$ cat src/rtl/cfg_key_gate_pkg.sv
package cfg_key_gate_pkg;
  localparam int unsigned DATA_W   = 32;
  localparam int unsigned ADDR_W   = 4;
  localparam logic [DATA_W-1:0] KEY_A = 32'h83E7_0B13;
  localparam logic [DATA_W-1:0] KEY_B = 32'h95A4_F1E0;
  localparam logic [ADDR_W-1:0] ADDR_KEY_A = 4'd0;
  localparam logic [ADDR_W-1:0] ADDR_KEY_B = 4'd1;
  localparam logic [ADDR_W-1:0] ADDR_CFG0  = 4'd2;
  localparam logic [ADDR_W-1:0] PLL_BASE   = 4'd8;
  localparam int unsigned LOCK_BIT = 4;

  typedef enum logic [2:0] {
    RGN_KEY_A, RGN_KEY_B, RGN_CFG0, RGN_GEN, RGN_PLL
  } region_e;

  function automatic region_e decode(input logic [ADDR_W-1:0] a);
    if (a == ADDR_KEY_A)   return RGN_KEY_A;
    if (a == ADDR_KEY_B)   return RGN_KEY_B;
    if (a == ADDR_CFG0)    return RGN_CFG0;
    if (a >= PLL_BASE)     return RGN_PLL;
    return RGN_GEN;
  endfunction
endpackage

$ cat src/rtl/key_match.sv
module key_match
  import cfg_key_gate_pkg::*;
(
  input  logic              clk_i,
  input  logic              rst_ni,
  input  logic              wr_valid_i,
  input  region_e           rgn_i,
  input  logic [DATA_W-1:0] data_i,
  output logic              unlocked_o
);
  logic match_a_q, match_b_q;
  logic hit_a, hit_b, bad;

  assign hit_a = wr_valid_i && rgn_i == RGN_KEY_A;
  assign hit_b = wr_valid_i && rgn_i == RGN_KEY_B;
  assign bad   = (hit_a && data_i != KEY_A) || (hit_b && data_i != KEY_B);

  always_ff @(posedge clk_i or negedge rst_ni) begin
    if (!rst_ni) begin
      match_a_q <= 1'b0;
      match_b_q <= 1'b0;
    end else if (bad) begin
      match_a_q <= 1'b0;  // any wrong key relocks everything
      match_b_q <= 1'b0;
    end else begin
      if (hit_a) match_a_q <= 1'b1;
      if (hit_b) match_b_q <= 1'b1;
    end
  end

  assign unlocked_o = match_a_q && match_b_q;

  assert_wrong_key_relocks_R4: assert property (@(posedge clk_i) disable iff (!rst_ni)
    bad |=> !unlocked_o);
endmodule

$ cat src/rtl/pll_lock_reg.sv
module pll_lock_reg (
  input  logic clk_i,
  input  logic rst_ni,
  input  logic we_i,
  input  logic bit_i,
  output logic lock_o
);
  always_ff @(posedge clk_i or negedge rst_ni) begin
    if (!rst_ni)   lock_o <= 1'b1;
    else if (we_i) lock_o <= bit_i;
  end

  assert_lock_hold_R6: assert property (@(posedge clk_i) disable iff (!rst_ni)
    !we_i |=> $stable(lock_o));
endmodule

$ cat src/rtl/write_judge.sv
module write_judge
  import cfg_key_gate_pkg::*;
(
  input  logic    clk_i,
  input  logic    rst_ni,
  input  logic    wr_valid_i,
  input  region_e rgn_i,
  input  logic    unlocked_i,
  input  logic    pll_lock_i,
  output logic    cfg_we_o,
  output logic    wr_ok_o,
  output logic    wr_err_o
);
  logic take;

  always_comb begin
    unique case (rgn_i)
      RGN_KEY_A, RGN_KEY_B: take = 1'b1;
      RGN_PLL:              take = unlocked_i && !pll_lock_i;
      default:              take = unlocked_i;
    endcase
  end

  assign cfg_we_o = wr_valid_i && take && rgn_i == RGN_CFG0;

  always_ff @(posedge clk_i or negedge rst_ni) begin
    if (!rst_ni) begin
      wr_ok_o  <= 1'b0;
      wr_err_o <= 1'b0;
    end else begin
      wr_ok_o  <= wr_valid_i && take;
      wr_err_o <= wr_valid_i && !take;
    end
  end

  assert_err_follows_write_R6: assert property (@(posedge clk_i) disable iff (!rst_ni)
    wr_err_o |-> $past(wr_valid_i));
endmodule

$ cat src/rtl/cfg_key_gate.sv
module cfg_key_gate
  import cfg_key_gate_pkg::*;
(
  input  logic              clk_i,
  input  logic              rst_ni,
  input  logic              wr_valid_i,
  input  logic [ADDR_W-1:0] wr_addr_i,
  input  logic [DATA_W-1:0] wr_data_i,
  input  logic [ADDR_W-1:0] rd_addr_i,
  output logic [DATA_W-1:0] rd_data_o,
  output logic              wr_ok_o,
  output logic              wr_err_o,
  output logic              unlocked_o,
  output logic              pll_lock_o
);
  region_e rgn;
  logic    cfg_we;

  assign rgn = decode(wr_addr_i);

  key_match u_keys (
    .clk_i, .rst_ni, .wr_valid_i, .rgn_i(rgn), .data_i(wr_data_i),
    .unlocked_o
  );

  pll_lock_reg u_lock (
    .clk_i, .rst_ni, .we_i(cfg_we), .bit_i(wr_data_i[LOCK_BIT]),
    .lock_o(pll_lock_o)
  );

  write_judge u_judge (
    .clk_i, .rst_ni, .wr_valid_i, .rgn_i(rgn), .unlocked_i(unlocked_o),
    .pll_lock_i(pll_lock_o), .cfg_we_o(cfg_we), .wr_ok_o, .wr_err_o
  );

  always_comb begin
    rd_data_o = '0;  // key registers and unmapped words read zero
    if (rd_addr_i == ADDR_CFG0) rd_data_o[LOCK_BIT] = pll_lock_o;
  end

  assert_locked_reject_R6: assert property (@(posedge clk_i) disable iff (!rst_ni)
    wr_valid_i && rgn != RGN_KEY_A && rgn != RGN_KEY_B && !unlocked_o |=> wr_err_o && !wr_ok_o);
  assert_pll_blocked_R8: assert property (@(posedge clk_i) disable iff (!rst_ni)
    wr_valid_i && rgn == RGN_PLL && pll_lock_o |=> !wr_ok_o);
  assert_key_write_ok_R10: assert property (@(posedge clk_i) disable iff (!rst_ni)
    wr_valid_i && (rgn == RGN_KEY_A || rgn == RGN_KEY_B) |=> wr_ok_o);
  assert_lock_needs_unlock_R7: assert property (@(posedge clk_i) disable iff (!rst_ni)
    !unlocked_o |=> $stable(pll_lock_o));
endmodule

$ cat config.mk
export PLATFORM = sky130hd
export DESIGN_NAME = cfg_key_gate
export DESIGN_NICKNAME = d
export VERILOG_FILES = /design/src/rtl/cfg_key_gate_pkg.sv /design/src/rtl/key_match.sv /design/src/rtl/pll_lock_reg.sv /design/src/rtl/write_judge.sv /design/src/rtl/cfg_key_gate.sv
export SDC_FILE = /design/constraint.sdc
export NUM_CORES = 1
export LEC_CHECK = 0
export ABC_AREA = 0
export BUFFER_PORTS_ARGS = -buffer_cell sky130_fd_sc_hd__buf_4
export CORE_ASPECT_RATIO = 0.75
export CORE_UTILIZATION = 33
export CTS_CLUSTER_SIZE = 28
export DETAILED_ROUTE_END_ITERATION = 6
export PLACE_DENSITY = 0.79
export SYNTH_ARGS = -nofsm -noshare
export SYNTH_HDL_FRONTEND = slang
export SYNTH_SLANG_ARGS = --single-unit
$ cat constraint.sdc
create_clock -name clk_i -period 1.4 [get_ports clk_i]
set_input_delay 0.07 -clock clk_i [delete_from_list [all_inputs] [get_ports clk_i]]
set_output_delay 0.07 -clock clk_i [all_outputs]
set_load 0.005 [all_outputs]
==> metrics.txt <==
status=finished clean; largest family of logic cells by synthesized area=simple AND/OR/NAND/NOR gates; power per cell area=491 nW/um^2; final hold violations=0; core area=1850 um^2; WL/cell=10.2 um; ratio of final minimum period to clock period=87.6%; vias in the first global route=611; Clock Path Buffers=2; worst path required time=1.33 ns; Overall Global Routing Usage=14.2%; WP data arrival=1.16 ns; DRC violations left=0; I/O pin count=79; Synth Area in Adders=0%; Sink Count=5; Clock Power Share=33.7%; total net switching power=123 uW; drt first pass iters=4; fillcell total=193; max-slew violations=0; Fin Hold WS=0.0787 ns; CP Capture Type=output pin; # diodes=0; largest net degree at the start of global routing=6; Synth Cell Area=692 um^2; layout cells sized above 1=48.1%; CTS buffer count=3; Worst Hold Class=input port to flip-flop; prevailing post-synth register cell=dfrtp_1; via count=689; Post-synth top cells=buf_4, nand2_1, dfrtp_1; final WL=1550 um; # H-tree levels=1; Reg power frac=32.3%; Die H=41.7 um; number of synthesis warnings=0; worst vdd ir=0.000318 V; antenna violations before repair=0; setup violators final=0; multiplexer area fraction after synthesis=1.63%; Final WS setup=0.174 ns; Crit Path Category=flip-flop to output pin; routability cong.=0.683; post-synthesis register bit count=5; count leader, synth=buf_4; number of distinct library cells after synthesis=31; sw frac=25.3%; RSZ-0062 raised after global routing=no; Root Buffer=clkbuf_4; width of the die=54.9 um; Mean Syn Cell Area=8.87 um^2; Startpoint Class=flip-flop; Final ANT Viol Nets=0; Synth top area share=33.6%; CTS tree=yes; Leakage=0.519 nW; Mapped Cells=78; EDFF count, synth=0; Max Cap Violations=0; final cell count without fillers=151; leading area contributor after synthesis=buf_4; Area growth syn-to-layout=42.9%; vias per std cell=4.56; Iteration-0 DRC Markers=14; Inst Count DP=146; Clock Skews=0.00290 ns; Async SR Flop Fraction=100%; die area=2290 um^2; Post-Synth Simple-Gate Area=38.3%; crit path max fanout=4; compound-gate portion of the synthesized area=7.05%; dpl ws=0.102 ns; port buffer count=47; xor and xnor fraction of the mapped netlist area=0%; Comb pwr share=34.0%; Period minus WS final=1.23 ns; setup tns final=0 ns; Final nets=173; overflow left after global routing=0; worst skew pair latency=0.24 ns; Max Fclk=0.815 GHz; post-DP HPWL=1350 um; top post-synthesis cells by area=buf_4, dfrtp_1, dfstp_2; Int Pwr=362 uW; num rows=13; Seq/Total Area, Yosys=18.3%; initial core utilization=37.3%; first-pass GRT wire length=2360 um; Clock transition at path regs=0.04 ns
==> per-stage QoR <==
step / total power [mW] / area, um^2 / util (%)
after floorplan: 0.268 / 805 / -
after global placement: 0.317 / 952 / 51.3
after detailed placement: 0.321 / 952 / 51.3
after CTS: 0.492 / 988 / 53.3
after global routing: 0.527 / 988 / 53.3
final: 0.485 / 988 / 53.3
==> cell families after synthesis <==
kind of cell | after synthesis
flip-flops | 5
buffers and inverters | 32
AND/OR/NAND/NOR | 33
other | 1
multiplexers | 1
AO/OA/AOI/OAI | 6
==> worst paths after layout <==
| check | from | end | slack, ns | cells after the start |
|---|---|---|---|---|
| min in group asynchronous | rst_ni | u_judge.wr_err_o | 0.18 | 2 |
| max in group asynchronous | rst_ni | u_lock.lock_o | 1.03 | 2 |
| hold / removal | wr_valid_i | u_judge.wr_ok_o | 0.08 | 2 |
| hold reg to reg | u_keys.match_b_q | u_keys.match_b_q | 0.58 | 2 |
| setup reg to reg | u_lock.lock_o | u_lock.lock_o | 0.18 | 3 |
| setup / recovery | u_lock.lock_o | rd_data_o[4] | 0.17 | 3 |
==> worst max-delay path, stage by stage (launching register included) <==
cell and delay [ns]:
dfstp_2 0.56, nand3b_1 0.09, nor3_1 0.14, buf_4 0.14
==> state kept, by name, indices dropped and copies added (netlist names) <==
name / cells
u_keys.match_b_q: 1
u_judge.wr_ok_o: 1
u_keys.match_a_q: 1
u_judge.wr_err_o: 1
u_lock.lock_o: 1
==> metal layers <==
metal  vias up  track usage, %  share of wire (%)
li1        329               -                  -
met1       305            15.6                 36
met2        51            24.6                 50
met3         4            1.47                 12
met4         0            9.23                1.9
met5         -               0                  0
==> cell type report <==
class                      instances  area (um^2)  area share (%)
clock buffer                       4         26.3            2.66
inverter                           1         3.75           0.380
multi-input combinational         71          442            44.7
sequential                         5          126            12.8
tap                               22         27.5            2.78
timing repair buffer              48          363            36.7
==> cell usage in the layout, fill, tap and decap left out, types with 2 or more instances in the layout <==
| master | synthesis | routed |
|---|---|---|
| clkbuf_4 | 0 | 3 |
| nor3_1 | 3 | 3 |
| nand3_1 | 2 | 2 |
| dfrtp_1 | 4 | 4 |
| o22ai_1 | 2 | 2 |
| nor2_1 | 2 | 2 |
| and4b_2 | 2 | 2 |
| nand4_1 | 2 | 2 |
| nor4b_1 | 3 | 3 |
| nand2_1 | 5 | 5 |
| conb_1 | 1 | 31 |
| buf_4 | 31 | 47 |
| and4_2 | 2 | 2 |
==> timing repair <==
action,in CTS,in global routing
hold buffers,1,0
resized for setup,0,0
endpoints found under the hold margin,5,0
buffers inserted,0,0
==> power by group through the flow <==
stage,logic [mW],clock network (mW),registers (mW)
floorplan,0.111,0,0.158
global placement,0.158,0,0.158
detailed placement,0.163,0,0.159
CTS,0.165,0.170,0.157
global route,0.185,0.185,0.157
finish,0.165,0.164,0.157
No activity file was read; power rests on OpenSTA's default activity.
